<file path="src/rtl/tsm_pkg.sv">
package tsm_pkg;
  localparam int LINE_W = 512;
  localparam int DUMP_W = 256;
  localparam int CNT_W  = 32;
  localparam int CLK_W  = 64;
  localparam int CAS_W  = 16;
  localparam int UID_W  = 15;
  localparam int EREG_W = 32;

  typedef struct packed {
    logic [DUMP_W-1:0] dump;
    logic [CNT_W-1:0]  end_ovh;
    logic [CNT_W-1:0]  start_ovh;
    logic [CNT_W-1:0]  n_wr;
    logic [CNT_W-1:0]  n_rd;
    logic [CLK_W-1:0]  n_clk;
    logic [EREG_W-1:0] err;
    logic [CAS_W-1:0]  n_cas;
    logic [UID_W-1:0]  uid;
    logic              done;
  } stat_rec_t;
endpackage

</file>
<file path="src/rtl/tsm_record.sv">
module tsm_record
  import tsm_pkg::*;
#(
  parameter int              ADDR_W   = 64,
  parameter logic [ADDR_W-1:0] STAT_OFS = 'h40
) (
  input  logic              clk,
  input  logic              rst_n,
  input  logic              fire,
  input  stat_rec_t         fields,
  input  logic              irq_end_en,
  input  logic              irq_err_en,
  input  logic [ADDR_W-1:0] base_addr,
  output logic [LINE_W-1:0] line_q,
  output logic [ADDR_W-1:0] addr_q,
  output logic              wr_q,
  output logic              irq_q
);
  logic [UID_W-1:0]  uid_q, uid_d;
  logic [LINE_W-1:0] line_d;
  logic [ADDR_W-1:0] addr_d;
  logic              wr_d, irq_d;
  stat_rec_t         rec;

  always_comb begin
    uid_d  = uid_q;
    line_d = line_q;
    addr_d = addr_q;
    wr_d   = 1'b0;
    irq_d  = 1'b0;
    rec    = fields;
    if (fire) begin
      uid_d    = uid_q + UID_W'(1);
      rec.uid  = uid_d;
      rec.done = 1'b1;
      line_d   = rec;
      addr_d   = base_addr + STAT_OFS;
      wr_d     = 1'b1;
      irq_d    = irq_end_en || (irq_err_en && (fields.err != '0));
    end
  end

  always_ff @(posedge clk or negedge rst_n) begin
    if (!rst_n) begin
      uid_q  <= '0;
      line_q <= '0;
      addr_q <= '0;
      wr_q   <= 1'b0;
      irq_q  <= 1'b0;
    end else begin
      uid_q  <= uid_d;
      line_q <= line_d;
      addr_q <= addr_d;
      wr_q   <= wr_d;
      irq_q  <= irq_d;
    end
  end
endmodule

</file>
<file path="config.mk">
export PLATFORM = sky130hd
export DESIGN_NAME = tsm_record
export DESIGN_NICKNAME = d
export VERILOG_FILES = /design/src/rtl/tsm_pkg.sv /design/src/rtl/tsm_record.sv
export SDC_FILE = /design/constraint.sdc
export NUM_CORES = 1
export LEC_CHECK = 0
export ABC_AREA = 1
export BUFFER_PORTS_ARGS = -buffer_cell sky130_fd_sc_hd__buf_2
export CAP_MARGIN = 5
export CORE_AREA = 2 2 453 455
export DETAILED_ROUTE_END_ITERATION = 7
export DIE_AREA = 0 0 455 457
export PLACE_DENSITY = 0.35
export SYNTH_ARGS = -nofsm -noshare
export SYNTH_HDL_FRONTEND = slang
export SYNTH_SLANG_ARGS = --single-unit
</file>
<file path="constraint.sdc">
create_clock -name clk -period 4.05 [get_ports clk]
set_input_delay 0.405 -clock clk [delete_from_list [all_inputs] [get_ports clk]]
set_output_delay 0.405 -clock clk [all_outputs]
set_load 0.02 [all_outputs]
</file>
# == Yosys cells after proc, flatten, opt, wreduce, memory -nomap -nowiden ==
# Index checks and enable logic that the tools add are counted.
# word_totals
wordCells,12
input_bits,581
output_inout_bits,578
regBits,593
# op_classes
n_reduce_logical,3
n_addsub,2
mux,2
# op_table
operator,count
$add 64x7->64 const B,1
$reduce_bool 32->1,1
$add 15x1->15 const B,1
$mux 1,2
$logic_and 1x1->1,1
$logic_or 1x1->1,1

# == Depth between registers and ports, before layout ==
# logic_depth
ltp_word,4
depth_mapped,10
mapped_depth_nobuf,10

# == Worst setup path before layout ==
# Ideal clock, no wire load.
# synth_path
path_kind,register to register
start,"register, netlist name line_q[1]"
end,register line_q[11]
stages_incl_launch_ff,7
t_arrival_ps,1410
setup_slack_ps,2510
setup_time_ps,130
path_buffers,0
required_ps,3920
period_less_slack_ps,1540
path_cell_list,dfrtp_1 -> ha_1 -> nand4_1 -> or2_1 -> nor2_1 -> nand3_1 -> xnor2_1
# synth_rtl
element,line,text
end signal: assignment,tsm_record.sv:52,line_q <= line_d;
end: declaration,tsm_record.sv:14,"output logic [LINE_W-1:0] line_q,"

# == Worst setup path after layout ==
# layout_path
start,register line_q[511]
end,output port line_q[511]
# No word-level cell between the ends.

==> results.json <==
{
  "outcome": "complete, no violations",
  "dp.cells": 6541,
  "drt-pass1-iter-count": 5,
  "clockBufferDepth": 3,
  "synth_seq_cells": 578,
  "reg2reg_depth": 6,
  "cp-start-kind": "flip-flop",
  "rows": 166,
  "drcViolationCount": 0,
  "max_stage_delay_ns": 0.56,
  "root_buffer": "clkbuf_16",
  "vias": 24925,
  "die_h_um": 457,
  "r2r_slack_ns": 2.38,
  "yosysWarnings": 0,
  "dp_hpwl_um": 123900,
  "synth_cell_types": 30,
  "synth_top_area_share_pct": 61.42,
  "p_per_area_nw_per_um2": 444.9,
  "io-pin-count": 1159,
  "cp-end-kind": "primary output",
  "cts_made_buffers": 83,
  "clkTransAtPathRegs_ns": 0.06,
  "ir_worst_vdd_v": 0.0002836,
  "min_period_over_period_pct": 48.00,
  "globalRoute.totalOverflow": 0,
  "fillers": 23000,
  "leakagePower_nw": 21.28,
  "power.share.sequential_pct": 36.6,
  "area_growth_pct": 73.46,
  "yosys.area.top_type": "dfrtp_1",
  "hold_class": "input pin to flip-flop",
  "cts_tree": "yes",
  "clock_skew_ns": 0.01705,
  "ctsHtreeMaxLevel": 3,
  "clkPwrFrac_pct": 43.9,
  "synthesis.nets": 3393,
  "rsz0062_at_grt": "false",
  "cts_resized": 0,
  "antenna_left": 0,
  "syn_area_um2": 23550,
  "path_cells": "buf_2",
  "yosysSeqAreaShare_pct": 61.42,
  "hold_violations": 0,
  "coreArea_um2": 203300,
  "grt.total_usage_pct": 14.57,
  "dieArea_um2": 207900,
  "power_switching_w": 0.005902,
  "min_path_cells": 3,
  "crit_path_top_delay_cell": "dfrtp_1",
  "p_comb_share_pct": 19.5,
  "viasPerCell": 3.439,
  "syn_area_per_cell_um2": 8.380,
  "layout.nets": 5056,
  "critical-path-top-delay-family": "flip-flops",
  "die_x_um": 455,
  "antenna_found_initial": 41,
  "p_sw_share_pct": 32.48,
  "totalWireLength_um": 155900,
  "cts_num_sinks": 578,
  "post-route-min-period_ns": 1.944,
  "fmax_mhz": 514.4,
  "worstReg2RegStart": "line_q[1]",
  "syn_inst": 2810,
  "grt_pass1_vias": 25849,
  "start_util_pct": 11.58,
  "grt_pass1_wl_um": 210500,
  "relSlewSlack_pct": 42.81,
  "wl_per_cell_um": 21.52,
  "setup_tns_ns": 0,
  "required_ns": 3.64,
  "clk-insertion-delay-late_ns": 0.71,
  "critical_path_buf_inv_count": 1,
  "setup_viol": 0,
  "tightest_slew_ns": 0.8578,
  "drive_gt1_share_pct": 29.69,
  "r2r_end": "line_q[11]",
  "grt_max_degree": 105,
  "drtIter0Drc": 1398,
  "gp_congestion": 0.9164,
  "cp_max_fo": 3,
  "holdCritStartpoint": "fields[428]",
  "synthTopCellsByArea": "dfrtp_1 (61%), nand2_1 (28%), nor2_1 (1.8%)",
  "crit_type": "flip-flop to primary output",
  "report.final.slew_viol_count": 0,
  "hold-path-endpoint": "line_q[428]",
  "maxCapViolations": 0,
  "io_buffers": 1142,
  "crit_arrival_ns": 1.54,
  "power.internal_w": 0.01227,
  "layout.cells.non_filler": 7247
}
tightest hold or removal path: cells and delay by family:
kind	cells	cell delay, ns
AND/OR/NAND/NOR	2	0.26
buffers and inverters	1	0.07
per-layer routing:
metal  track usage, %  share of wire [%]  wire length [µm]  vias to the layer above
li1                 -                  -                 -                    11936
met4            5.772                3.5              5535                       22
met5                0              0.081               126                        -
met3            4.659                7.8             12090                      199
met1            18.07                 43             66680                    11918
met2            23.23                 46             71510                      850
power groups by stage:
stage	Sequential, W	Combinational [W]	Clock (W)
after floorplan	0.00737	0.000701	0
after global placement	0.00674	0.00318	0
after detailed placement	0.00675	0.00318	0
after CTS	0.00666	0.00366	0.00833
after global routing	0.00673	0.00386	0.00854
final	0.00666	0.00354	0.00798
area by class of cell:
cell class	instances	area (µm²)	share of cell area, %
multi-input combinational	2065	8373	20.50
antenna	19	47.55	0.1164
timing repair buffer	1704	11490	28.14
clock inverter	41	610.6	1.495
clock buffer	111	2332	5.710
sequential	578	14460	35.41
inverter	41	161.4	0.3952
tap	2688	3363	8.234
registers in the layout, summed over array words and instances (netlist names):
register  cells
addr_q       64
irq_q         1
line_q      512
wr_q          1
Yosys cell counts (all sizes together):
| cell type | count |
|---|---|
| a21oi | 1 |
| a31oi | 2 |
| buf | 71 |
| clkbuf | 55 |
| dfrtp | 578 |
| ha | 2 |
| inv | 41 |
| nand2 | 1776 |
| nand3 | 44 |
| nand3b | 5 |
| nand4 | 14 |
| nor2 | 134 |
| nor3 | 3 |
| o21ai | 29 |
| o21bai | 14 |
| or2 | 2 |
| xnor2 | 20 |
| xor2 | 19 |
worst max path at each step:
stage	startpoint	to	slack (ns)	cells past startpoint
after floorplan	line_q[1]	line_q[11]	2.51	6
after global placement	fire	line_q[293]	1.69	4
after detailed placement	fire	addr_q[16]	1.69	4
after CTS	line_q[10]	line_q[10]	1.99	1
after global routing	line_q[7]	line_q[7]	1.99	1
final	line_q[511]	line_q[511]	2.11	1
placed cells by master (no fill, tap or decap), types with 3 or more instances in the layout:
cell type,netlist,layout
buf_12,0,16
buf_2,67,1140
buf_4,0,11
bufinv_16,0,10
clkbuf_1,55,13
clkbuf_16,0,83
clkbuf_8,0,15
clkinv_2,0,13
clkinv_4,0,4
clkinvlp_4,0,6
dfrtp_1,578,578
diode_2,0,19
dlygate4sd3_1,0,535
inv_1,37,37
inv_16,0,4
inv_2,4,3
nand2_1,1764,1764
nand2_2,7,7
nand2_4,5,5
nand3_1,42,42
nand3b_1,5,5
nand4_1,14,14
nor2_1,116,116
nor2_2,8,8
nor2_4,8,8
o21ai_0,14,14
o21ai_1,13,13
o21bai_1,14,14
xnor2_1,20,20
xor2_1,19,19
timing repair:
| action | 4_1_cts | 5_1_grt |
|---|---|---|
| hold endpoints to repair | 573 | 0 |
| hold buffers | 535 | 0 |
| buffers inserted | 0 | 0 |
cells by family after synthesis:
group	share of synthesized area, %
AND/OR/NAND/NOR	32.83
flip-flops	61.42
buffers and inverters	3.018
AO/OA/AOI/OAI	1.169
XOR/XNOR	1.451
adder cells (fa/ha/maj)	0.1063
per-stage QoR:
step / hold WS (ns) / utilization, % / power [W] / cell area (µm²) / setup slack [ns]
after CTS: 0.003539 / 20.06 / 0.01864 / 40800 / 1.992
after global placement: 0.3751 / 15.98 / 0.009922 / 32500 / 1.687
final: 0.06849 / 20.09 / 0.01817 / 40850 / 2.106
after floorplan: 0.1094 / - / 0.008075 / 23550 / 2.510
after global routing: 0.02460 / 20.08 / 0.01913 / 40830 / 1.991
after detailed placement: 0.3751 / 15.98 / 0.009924 / 32500 / 1.692
No activity file was read; power rests on OpenSTA's default activity.
